## src/rtl/rxf_pkg.sv

```systemverilog
package rxf_pkg;

  typedef enum logic [2:0] {
    S_IDLE,
    S_HDR,
    S_DATA,
    S_PAD,
    S_CRC,
    S_TRL
  } rxf_state_t;

  localparam logic [31:0] CRC_POLY = 32'hEDB88320;
  localparam int HDR_BYTES = 4;
  localparam int CRC_BYTES = 4;
  localparam int TRL_BYTES = 2;
  localparam logic [7:0] CTRL_EVEN = 8'h40;
  localparam logic [7:0] CTRL_ODD  = 8'h60;

endpackage

```

## src/rtl/rxf_plan.sv

```systemverilog
// Admission and header planning, combinational from the start request.
module rxf_plan #(
  parameter int LEN_W      = 12,
  parameter int PAGE_BYTES = 2048,
  parameter int MIN_LEN    = 64,
  parameter int LONG_LEN   = 1518,
  localparam int SZ_W      = $clog2(PAGE_BYTES) + 1,
  localparam int SUM_W     = LEN_W + 2
) (
  input  logic [LEN_W-1:0] len_i,
  input  logic             rx_en_i,
  input  logic             soft_rst_i,
  input  logic             strip_i,
  output logic             drop_o,
  output logic [SZ_W-1:0]  size_o,
  output logic [15:0]      status_o,
  output logic             short_o,
  output logic             todd_o
);
  import rxf_pkg::*;

  logic [SUM_W-1:0] body_len;
  logic [SUM_W-1:0] total;
  logic             is_long;

  assign short_o  = (len_i < LEN_W'(MIN_LEN));
  assign is_long  = (len_i > LEN_W'(LONG_LEN));
  assign body_len = short_o ? SUM_W'(MIN_LEN) : SUM_W'({len_i[LEN_W-1:1], 1'b0});
  assign total    = body_len + SUM_W'(HDR_BYTES + TRL_BYTES)
                  + (strip_i ? SUM_W'(0) : SUM_W'(CRC_BYTES));

  // refusal conditions
  assign drop_o   = !rx_en_i || soft_rst_i || (total > SUM_W'(PAGE_BYTES));
  assign size_o   = total[SZ_W-1:0];
  // odd flag in bit 12, too-long flag in bit 11
  assign status_o = {3'b000, len_i[0], is_long, 11'h000};
  // odd byte goes to the trailer only for frames not padded
  assign todd_o   = len_i[0] & ~short_o;

endmodule

```

## src/rtl/rxf_crc.sv

```systemverilog
// Byte-wide reflected CRC-32 register; output byte is inverted.
module rxf_crc (
  input  logic       clk,
  input  logic       rst_ni,
  input  logic       init_i,
  input  logic       upd_i,
  input  logic       shift_i,
  input  logic [7:0] din_i,
  output logic [7:0] byte_o
);
  import rxf_pkg::*;

  logic [31:0]      crc_q, crc_d;
  logic [8:0][31:0] stg;

  assign stg[0] = crc_q ^ {24'h000000, din_i};

  generate
    for (genvar k = 0; k < 8; k++) begin : g_bit
      assign stg[k+1] = stg[k][0] ? ((stg[k] >> 1) ^ CRC_POLY) : (stg[k] >> 1);
    end
  endgenerate

  always_comb begin
    crc_d = crc_q;
    if (init_i)       crc_d = '1;
    else if (upd_i)   crc_d = stg[8];
    else if (shift_i) crc_d = {8'hFF, crc_q[31:8]};
  end

  always_ff @(posedge clk or negedge rst_ni) begin
    if (!rst_ni) crc_q <= '1;
    else         crc_q <= crc_d;
  end

  assign byte_o = ~crc_q[7:0];

endmodule

```

## src/rtl/rxf_wport.sv

```systemverilog
// Registered page write port, completion pulse, length and interrupt.
module rxf_wport #(
  parameter int ADDR_W = 13,
  parameter int SZ_W   = 12
) (
  input  logic              clk,
  input  logic              rst_ni,
  input  logic              w_en_i,
  input  logic [ADDR_W-1:0] w_addr_i,
  input  logic [7:0]        w_data_i,
  input  logic              w_last_i,
  input  logic [SZ_W-1:0]   size_i,
  input  logic              irq_ack_i,
  output logic              wr_en_o,
  output logic [ADDR_W-1:0] wr_addr_o,
  output logic [7:0]        wr_data_o,
  output logic              done_o,
  output logic [SZ_W-1:0]   done_len_o,
  output logic              irq_o
);
  logic last_q;

  always_ff @(posedge clk or negedge rst_ni) begin
    if (!rst_ni) begin
      wr_en_o    <= 1'b0;
      wr_addr_o  <= '0;
      wr_data_o  <= '0;
      last_q     <= 1'b0;
      done_o     <= 1'b0;
      done_len_o <= '0;
      irq_o      <= 1'b0;
    end else begin
      wr_en_o <= w_en_i;
      last_q  <= w_en_i & w_last_i;
      done_o  <= last_q;
      if (w_en_i) begin
        wr_addr_o <= w_addr_i;
        wr_data_o <= w_data_i;
      end
      if (last_q) done_len_o <= size_i;
      // completion sets, acknowledge clears, set wins
      if (last_q)         irq_o <= 1'b1;
      else if (irq_ack_i) irq_o <= 1'b0;
    end
  end

endmodule

```

## src/rtl/rx_page_formatter.sv

```systemverilog
module rx_page_formatter #(
  parameter int  PAGE_BYTES = 2048,
  parameter int  LEN_W      = 12,
  parameter int  PAGE_W     = 2,
  parameter int  MIN_LEN    = 64,
  parameter int  LONG_LEN   = 1518,
  localparam int OFS_W      = $clog2(PAGE_BYTES),
  localparam int SZ_W       = OFS_W + 1,
  localparam int ADDR_W     = PAGE_W + OFS_W
) (
  input  logic              clk,
  input  logic              rst_n,
  input  logic              start_valid,
  output logic              start_ready,
  input  logic [LEN_W-1:0]  frame_len,
  input  logic [PAGE_W-1:0] page_sel,
  input  logic              rx_en,
  input  logic              soft_rst,
  input  logic              strip_crc,
  input  logic              in_valid,
  output logic              in_ready,
  input  logic [7:0]        in_data,
  output logic              wr_en,
  output logic [ADDR_W-1:0] wr_addr,
  output logic [7:0]        wr_data,
  output logic              done,
  output logic [SZ_W-1:0]   done_len,
  output logic              rx_irq,
  input  logic              irq_ack
);
  import rxf_pkg::*;

  localparam logic [OFS_W-1:0] PAD_END = OFS_W'(HDR_BYTES + MIN_LEN - 1);

  // reset: asserted asynchronously, released on the clock
  logic [1:0] rs_q;
  logic       rst_ni;
  always_ff @(posedge clk or negedge rst_n) begin
    if (!rst_n) rs_q <= 2'b00;
    else        rs_q <= {rs_q[0], 1'b1};
  end
  assign rst_ni = rs_q[1];

  // planning
  logic             p_drop, p_short, p_todd;
  logic [SZ_W-1:0]  p_size;
  logic [15:0]      p_status;

  rxf_plan #(
    .LEN_W(LEN_W), .PAGE_BYTES(PAGE_BYTES), .MIN_LEN(MIN_LEN), .LONG_LEN(LONG_LEN)
  ) u_plan (
    .len_i(frame_len), .rx_en_i(rx_en), .soft_rst_i(soft_rst), .strip_i(strip_crc),
    .drop_o(p_drop), .size_o(p_size), .status_o(p_status),
    .short_o(p_short), .todd_o(p_todd)
  );

  // frame context, loaded on acceptance
  logic              lat_en;
  logic [LEN_W-1:0]  len_q;
  logic [PAGE_W-1:0] page_q;
  logic [SZ_W-1:0]   size_q;
  logic [15:0]       status_q;
  logic              keep_q, short_q, todd_q;

  always_ff @(posedge clk or negedge rst_ni) begin
    if (!rst_ni) begin
      len_q    <= '0;
      page_q   <= '0;
      size_q   <= '0;
      status_q <= '0;
      keep_q   <= 1'b0;
      short_q  <= 1'b0;
      todd_q   <= 1'b0;
    end else if (lat_en) begin
      len_q    <= frame_len;
      page_q   <= page_sel;
      size_q   <= p_size;
      status_q <= p_status;
      keep_q   <= ~strip_crc;
      short_q  <= p_short;
      todd_q   <= p_todd;
    end
  end

  // sequencer state
  rxf_state_t       st_q, st_d;
  logic [OFS_W-1:0] ofs_q, ofs_d;
  logic [LEN_W-1:0] bcnt_q, bcnt_d;
  logic [1:0]       sub_q, sub_d;
  logic [7:0]       last_q, last_d;

  logic             crc_init, crc_upd, crc_shift;
  logic [7:0]       crc_din, crc_byte;
  logic             w_en, w_last;
  logic [7:0]       w_data;
  logic [15:0]      size16;
  logic             is_last;

  assign size16  = 16'(size_q);
  assign is_last = (bcnt_q == len_q - LEN_W'(1));

  rxf_crc u_crc (
    .clk(clk), .rst_ni(rst_ni), .init_i(crc_init), .upd_i(crc_upd),
    .shift_i(crc_shift), .din_i(crc_din), .byte_o(crc_byte)
  );

  always_comb begin
    st_d      = st_q;
    ofs_d     = ofs_q;
    bcnt_d    = bcnt_q;
    sub_d     = sub_q;
    last_d    = last_q;
    lat_en    = 1'b0;
    crc_init  = 1'b0;
    crc_upd   = 1'b0;
    crc_shift = 1'b0;
    crc_din   = 8'h00;
    w_en      = 1'b0;
    w_last    = 1'b0;
    w_data    = 8'h00;
    unique case (st_q)
      S_IDLE: begin
        if (start_valid && !p_drop) begin
          lat_en   = 1'b1;
          crc_init = 1'b1;
          ofs_d    = '0;
          bcnt_d   = '0;
          st_d     = S_HDR;
        end
      end
      S_HDR: begin
        w_en  = 1'b1;
        ofs_d = ofs_q + OFS_W'(1);
        unique case (ofs_q[1:0])
          2'd0:    w_data = status_q[7:0];
          2'd1:    w_data = status_q[15:8];
          2'd2:    w_data = size16[7:0];
          default: w_data = size16[15:8];
        endcase
        if (ofs_q[1:0] == 2'd3) st_d = (len_q == '0) ? S_PAD : S_DATA;
      end
      S_DATA: begin
        sub_d = 2'd0;
        if (in_valid) begin
          crc_upd = 1'b1;
          crc_din = in_data;
          last_d  = in_data;
          bcnt_d  = bcnt_q + LEN_W'(1);
          if (!(is_last && todd_q)) begin
            w_en   = 1'b1;
            w_data = in_data;
            ofs_d  = ofs_q + OFS_W'(1);
          end
          if (is_last) st_d = short_q ? S_PAD : (keep_q ? S_CRC : S_TRL);
        end
      end
      S_PAD: begin
        sub_d   = 2'd0;
        w_en    = 1'b1;
        crc_upd = 1'b1;
        ofs_d   = ofs_q + OFS_W'(1);
        if (ofs_q == PAD_END) st_d = keep_q ? S_CRC : S_TRL;
      end
      S_CRC: begin
        w_en      = 1'b1;
        w_data    = crc_byte;
        crc_shift = 1'b1;
        ofs_d     = ofs_q + OFS_W'(1);
        sub_d     = sub_q + 2'd1;
        if (sub_q == 2'd3) st_d = S_TRL;
      end
      S_TRL: begin
        w_en  = 1'b1;
        ofs_d = ofs_q + OFS_W'(1);
        sub_d = sub_q + 2'd1;
        if (sub_q == 2'd0) begin
          w_data = todd_q ? last_q : 8'h00;
        end else begin
          w_data = todd_q ? CTRL_ODD : CTRL_EVEN;
          w_last = 1'b1;
          st_d   = S_IDLE;
        end
      end
      default: st_d = S_IDLE;
    endcase
  end

  always_ff @(posedge clk or negedge rst_ni) begin
    if (!rst_ni) begin
      st_q   <= S_IDLE;
      ofs_q  <= '0;
      bcnt_q <= '0;
      sub_q  <= '0;
      last_q <= '0;
    end else begin
      st_q   <= st_d;
      ofs_q  <= ofs_d;
      bcnt_q <= bcnt_d;
      sub_q  <= sub_d;
      last_q <= last_d;
    end
  end

  assign start_ready = (st_q == S_IDLE);
  assign in_ready    = (st_q == S_DATA);

  rxf_wport #(.ADDR_W(ADDR_W), .SZ_W(SZ_W)) u_wport (
    .clk(clk), .rst_ni(rst_ni),
    .w_en_i(w_en), .w_addr_i({page_q, ofs_q}), .w_data_i(w_data),
    .w_last_i(w_last), .size_i(size_q), .irq_ack_i(irq_ack),
    .wr_en_o(wr_en), .wr_addr_o(wr_addr), .wr_data_o(wr_data),
    .done_o(done), .done_len_o(done_len), .irq_o(rx_irq)
  );

endmodule

```

## config.mk

```make
export PLATFORM = sky130hd
export DESIGN_NAME = rx_page_formatter
export DESIGN_NICKNAME = d
export VERILOG_FILES = /design/src/rtl/rxf_pkg.sv /design/src/rtl/rxf_plan.sv /design/src/rtl/rxf_crc.sv /design/src/rtl/rxf_wport.sv /design/src/rtl/rx_page_formatter.sv
export SDC_FILE = /design/constraint.sdc
export NUM_CORES = 1
export LEC_CHECK = 0
export BUFFER_PORTS_ARGS = -buffer_cell sky130_fd_sc_hd__clkbuf_2
export CORE_MARGIN = 3
export CORE_UTILIZATION = 50
export DETAILED_ROUTE_END_ITERATION = 8
export PLACE_DENSITY = 0.79
export RECOVER_POWER = 100
export SETUP_SLACK_MARGIN = 0.15
export SKIP_LAST_GASP = 1
export SYNTH_ARGS = -nofsm -noshare
export SYNTH_HDL_FRONTEND = slang
export SYNTH_HIERARCHICAL = 1
export SYNTH_SLANG_ARGS = --single-unit
```

## constraint.sdc

```tcl
create_clock -name clk -period 6.4 [get_ports clk]
set_input_delay 0.64 -clock clk [delete_from_list [all_inputs] [get_ports clk]]
set_output_delay 0.64 -clock clk [all_outputs]
set_load 0.005 [all_outputs]
```

==> impl_metrics.env, run 1 <==
export IMPL_finalCriticalPeriod_ps=5410
export IMPL_crit_buf_inv=3
export IMPL_tightest_slew_ps=2860
export IMPL_synthesis_area_mm2=0.00912
export IMPL_synth_xor_xnor_area_share_pct=13.8
export IMPL_synth_area_top_cells="dfrtp_1 (33%), dfstp_2 (9.2%), nand2_1 (8.0%), mux2_2 (4.9%), xnor3_1 (4.0%)"
export IMPL_core_area_mm2=0.0176
export IMPL_cts_root_buf="clkbuf_16"
export IMPL_finalNonFillerCells=1201
export IMPL_fin_skew_ps=9.51
export IMPL_grt_usage_pct=21.8
export IMPL_dr_pass1_iters=7
export IMPL_yosysUniqueCellTypes=84
export IMPL_routed_via_density=5.73
export IMPL_yosysSeqAreaShare_pct=42.2
export IMPL_drc=0
export IMPL_cts_resized=0
export IMPL_setup_viol=0
export IMPL_cp_end_kind="flop"
export IMPL_ant_nets=0
export IMPL_ys_top_cells_by_count="nand2_1 (195), dfrtp_1 (120), nor2_1 (49), o21ai_0 (42), mux2_2 (40)"
export IMPL_cts_num_sinks=152
export IMPL_hpwl_um=14700
export IMPL_async_flop_share_pct=100
export IMPL_cp_data_arrival_time_ps=5710
export IMPL_synthMuxAreaShare_pct=6.92
export IMPL_critical_path_max_fanout=12
export IMPL_portBuffers=67
export IMPL_gp_congestion=0.885
export IMPL_drv_cap=3
export IMPL_die_w_um=141
export IMPL_cp_slowest_stage_delay_ps=620
export IMPL_totalWireLength_um=21000
export IMPL_synth_area_per_cell_um2=9.94
export IMPL_yosysWarnings=6
export IMPL_timing_slew_headroom_pct=-90.8
export IMPL_setup_ws_ps=990
export IMPL_max_freq_mhz=185
export IMPL_synth_fa_ha_area_share_pct=1.73
export IMPL_diodes=0
export IMPL_initial_core_util_pct=51.8
export IMPL_tritoncts="yes"
export IMPL_cp_start_kind="input pin"
export IMPL_synth_top_family_by_area="simple AND/OR/NAND/NOR gates"
export IMPL_layout_drive_gt1_share_pct=18.8
export IMPL_hold_class="reg -> reg"
export IMPL_vias=6885
export IMPL_ys_ff_latch=152
export IMPL_holdWs_ps=348
export IMPL_die_area_mm2=0.0199
export IMPL_rows=48
export IMPL_crit_slowest_cell="nor2b_2"
export IMPL_antenna_found_initial=0
export IMPL_synth_top_area_share_pct=32.9
export IMPL_numCtsBuffers=17
export IMPL_synth_area_leader_cell="dfrtp_1"
export IMPL_area_growth_pct=9.52
export IMPL_dpl_cell_count=1168
export IMPL_tns_ps=0
export IMPL_drtIter0Drc=567
export IMPL_dp_slack_ps=774
export IMPL_finalHoldViolations=0
export IMPL_cp_required_ps=6700
export IMPL_htreeDepth=4
export IMPL_clkSlewWorstSetupHoldPaths_ps=60
export IMPL_overflow=0
export IMPL_grt_pass1_wl_um=35000
export IMPL_violations="max-capacitance violations, max-slew violations"
export IMPL_ir_drop_mv=0.250
export IMPL_period_share_pct=84.5
export IMPL_wl_per_cell_um=17.5
export IMPL_p_leak_uw=0.00484
export IMPL_fillers=1497
export IMPL_pin_count=68
export IMPL_worstSetupPathType="in -> reg"
export IMPL_clock_latency_ps=420
export IMPL_synth_simple_area_share_pct=17.1
export IMPL_synth_flop_cell="dfrtp_1"
export IMPL_grt_setup_unrepaired="no"
export IMPL_fp_dieH_um=141
export IMPL_crit_path_cell_trace="clkbuf_1, nor2_1, nand3_1, nand2_1, ha_1, inv_1, ha_1, fa_1, and2_0, a41oi_1, o211ai_1, o31a_1, nor2b_1, nor2_1, o21ai_0, a31oi_1, a21oi_1, nor2b_2, buf_4, mux2_2"
export IMPL_path_delay_family="simple AND/OR/NAND/NOR gates"
export IMPL_synth_edf_count=0
export IMPL_netlist_instances=917
export IMPL_status="finished, violations left"
export IMPL_grt_max_degree=80
export IMPL_cellPowerDensity_mw_per_mm2=391
export IMPL_nets=1005
export IMPL_clockBufferDepth=2
export IMPL_utilization_pct=56.8
export IMPL_grt_pass1_vias=6742
export IMPL_synth_compound_area_share_pct=12.4
export IMPL_yosys_cell_count_top_type="nand2_1"
export IMPL_drv_slew=199
-- flip-flops by register name, indices dropped and copies added (netlist names), 2 cells and up --
| register | cells |
|---|---|
| rs_q | 2 |
| size_q | 12 |
| page_q | 2 |
| u_wport/done_len_o | 12 |
| ofs_q | 11 |
| sub_q | 2 |
| u_wport/wr_addr_o | 13 |
| status_q | 16 |
| bcnt_q | 12 |
| u_wport/wr_data_o | 8 |
| len_q | 12 |
| u_crc/crc_q | 32 |
| last_q | 8 |
| st_q | 3 |
-- stage by stage --
step	power, uW	area, um^2
floorplan	2690	9170
global placement	2870	9470
detailed placement	2920	9470
CTS	3930	10100
global route	4100	9990
finish	3900	9990
-- final timing paths --
kind	end	slack, ps	startpoint	cells past startpoint
worst min register to register	rs_q[1]	350	rs_q[0]	0
min in group asynchronous	rs_q[0]	530	rst_n	2
worst max-delay path	u_wport/wr_addr_o[9]	990	frame_len[9]	20
worst min-delay path	rs_q[1]	350	rs_q[0]	0
max in group asynchronous	u_wport/wr_addr_o[3]	2130	rs_q[1]	1
worst max register to register	u_wport/wr_addr_o[3]	2130	rs_q[1]	1
-- power breakdown --
group          internal [uW]  switching, uW  leakage [uW]
clock network            567            429      0.000281
registers               1200            128       0.00192
logic                    975            606       0.00263
total                   2740           1160       0.00484
-- layout by cell type, fill, tap and decap left out, drive strengths merged, types with 5 or more instances in the layout --
cell    Yosys  final
xor2       26     26
nor3        9      9
or3        14     14
dfstp      32     32
a21o        8      8
o211ai      7      7
o21ai      50     50
a21oi      41     41
nand2b      8      8
inv        38     46
clkbuf     31     89
nor2       50     50
and3       11     11
and2       11     11
ha         11     11
mux2       40     40
conb        2     16
nor4        5      5
mux2i      18     18
nand3      12     12
a222oi     12     12
xnor2      40     40
nand2     196    196
a211o       9      9
nand4       9      9
dfrtp     120    120
xnor3      18     18
-- kinds of logic after synthesis --
logic type               after synthesis
buffers and inverters                102
adder cells (fa/ha/maj)               12
multiplexers                          58
flip-flops                           152
other                                  2
AND/OR/NAND/NOR                      341
AO/OA/AOI/OAI                        163
XOR/XNOR                              87
-- metal layers --
metal | vias up | part of all wire [%] | global-route usage, %
li1 | 3225 | - | -
met1 | 3393 | 44 | 29.4
met2 | 233 | 49 | 35.8
met3 | 34 | 5.4 | 4.48
met4 | 0 | 2.1 | 6.68
met5 | - | 0 | 0
-- area by class of cell --
class	instances	area, um^2	share of cell area (%)
Multi-Input combinational cell	677	4780	47.9
Sequential cell	152	3840	38.5
Clock buffer	19	453	4.54
Timing Repair Buffer	75	345	3.46
Tap cell	225	282	2.82
Inverter	40	150	1.50
Clock inverter	13	133	1.33
-- what timing repair did --
action	4_1_cts	5_1_grt
endpoints found under the hold margin	2	0
hold buffers	1	0
setup buffers	0	0
No activity file was read; power rests on OpenSTA's default activity.
==> run 2, diff against run 1 <==
clock period = 5.4 ns   (was 6.4 ns; I/O delays follow)
==> run 2 against run 1 <==
The run still ends with max-capacitance violations, max-slew violations left. Cell area rose by 0.40%. Die area is the same. Clock power increased by 23%. Clock skew increased by 1.7 ps. Combinational power grew 20%. Largest cell class unchanged.
==> impl_metrics.env, run 2 (synthesis gave the netlist of run 1 again) <==
export IMPL_pin_count=68
export IMPL_hold_class="in -> reg"
export IMPL_fin_area_mm2=0.0100
export IMPL_drv_cap=2
export IMPL_p_leak_uw=0.00489
export IMPL_ant_nets=0
export IMPL_finalCriticalPeriod_ps=4710
export IMPL_cp_start_kind="input pin"
export IMPL_status="finished, violations left"
export IMPL_critical_path_max_fanout=61
export IMPL_setup_ws_ps=691
export IMPL_fp_dieH_um=141
export IMPL_core_area_mm2=0.0176
export IMPL_tightest_slew_ps=2410
export IMPL_drv_slew=104
export IMPL_cellPowerDensity_mw_per_mm2=468
export IMPL_drtIter0Drc=566
export IMPL_tritoncts="yes"
export IMPL_layout_drive_gt1_share_pct=19.5
export IMPL_wl_per_cell_um=17.2
export IMPL_violations="max-capacitance violations, max-slew violations"
export IMPL_rows=48
export IMPL_largest_register_ffs=32
export IMPL_crit_slowest_cell="clkbuf_2"
export IMPL_portBuffers=67
export IMPL_cp_end_kind="flop"
export IMPL_grt_pass1_vias=6684
export IMPL_cts_root_buf="clkbuf_16"
export IMPL_htreeDepth=4
export IMPL_clkSlewWorstSetupHoldPaths_ps=70
export IMPL_die_w_um=141
export IMPL_timing_slew_headroom_pct=-60.5
export IMPL_hpwl_um=14600
export IMPL_ir_drop_mv=0.279
export IMPL_antenna_found_initial=0
export IMPL_diodes=0
export IMPL_nets=1007
export IMPL_totalWireLength_um=20700
export IMPL_tns_ps=0
export IMPL_dp_slack_ps=359
export IMPL_worstSetupPathType="in -> reg"
export IMPL_grt_usage_pct=21.8
export IMPL_max_freq_mhz=212
export IMPL_final_common_cell="nand2_1"
export IMPL_cts_hold_buf=1
export IMPL_clockBufferDepth=2
export IMPL_cp_required_ps=5760
export IMPL_final_cell_mix="nand2_1 (195), dfrtp_1 (120), nor2_1 (49), clkbuf_2 (45), o21ai_0 (43)"
export IMPL_cp_data_arrival_time_ps=5070
export IMPL_utilization_pct=57.0
export IMPL_drc=0
export IMPL_clock_latency_ps=430
export IMPL_gp_congestion=0.919
export IMPL_crit_top_cell="nand2_1"
export IMPL_grt_max_degree=63
export IMPL_top_register="u_crc/crc_q"
export IMPL_dr_pass1_iters=5
export IMPL_setup_viol=0
export IMPL_die_area_mm2=0.0199
export IMPL_crit_path_cell_trace="clkbuf_2, nor2_1, nand3_1, nand2_1, ha_1, inv_1, ha_1, fa_1, nor4b_1, o21ai_0, a41oi_1, o211ai_1, o31a_1, nor2b_1, nand2_1, inv_1, clkbuf_2, nand2_1, nand2_1"
export IMPL_placed_area_mm2=0.00948
export IMPL_vias=6861
export IMPL_finalHoldViolations=0
export IMPL_routed_via_density=5.70
export IMPL_overflow=0
export IMPL_post_cts_buffers=0
export IMPL_period_share_pct=87.2
export IMPL_fin_skew_ps=11.2
export IMPL_grt_setup_unrepaired="no"
export IMPL_crit_buf_inv=4
export IMPL_area_growth_pct=9.96
export IMPL_numCtsBuffers=17
export IMPL_cts_resized=0
export IMPL_path_delay_family="simple AND/OR/NAND/NOR gates"
export IMPL_grt_pass1_wl_um=34900
export IMPL_top_regs="u_crc/crc_q x32, status_q x16, u_wport/wr_addr_o x13"
export IMPL_initial_core_util_pct=51.8
export IMPL_cts_num_sinks=152
export IMPL_cp_slowest_stage_delay_ps=970
run 2: cell types whose count changed in the layout (fill, tap and decap cells not counted), moves of 2 or more:
cell / previous run / this run
clkbuf_1: 33 / 28
clkinvlp_4: 3 / 0
inv_8: 2 / 4
clkbuf_8: 2 / 0
clkbuf_2: 37 / 45
run 2: worst paths after layout:
check                             start                    to  slack [ps]  cells after the start
hold / removal              page_sel[0]             page_q[0]         300                      3
max in group asynchronous       rs_q[1]  u_wport/wr_addr_o[8]        1500                      1
hold reg to reg                 rs_q[0]               rs_q[1]         350                      0
setup / recovery           frame_len[8]             size_q[8]         690                     19
setup reg to reg               len_q[0]              ofs_q[8]        1480                     10
min in group asynchronous         rst_n               rs_q[0]         420                      2
run 2: power by group:
part           switching [uW]  internal (uW)
sequential                154           1420
clock                     526            703
combinational             735           1160
total                    1420           3280
run 2: area by class of cell:
cell class / count / area (um^2)
flip-flops and latches: 152 / 3840
clock buffers: 18 / 429
inverters: 40 / 150
repair buffers: 77 / 367
well taps: 225 / 282
fillers: 1516 / 7570
clock inverters: 14 / 175
multi-input cells: 677 / 4780
run 2: metrics by stage:
step / total power [uW] / hold slack, ps / cells
detailed placement: 3460 / 330 / 1170
global route: 4980 / 307 / 1203
floorplan: 3190 / 244 / 931
finish: 4700 / 305 / 1203
global placement: 3410 / 326 / 1170
CTS: 4730 / 283 / 1203
run 2: tightest hold or removal path: cells and delay by family:
kind                   cells  cell delay (ps)
buffers and inverters      1               70
AND/OR/NAND/NOR            2               90
run 2: metal layers:
metal / track usage, % / share of wire [%]
met4: 7.96 / 3.2
met5: 0 / 0
met3: 4.48 / 5.0
met2: 33.7 / 46
met1: 30.7 / 46
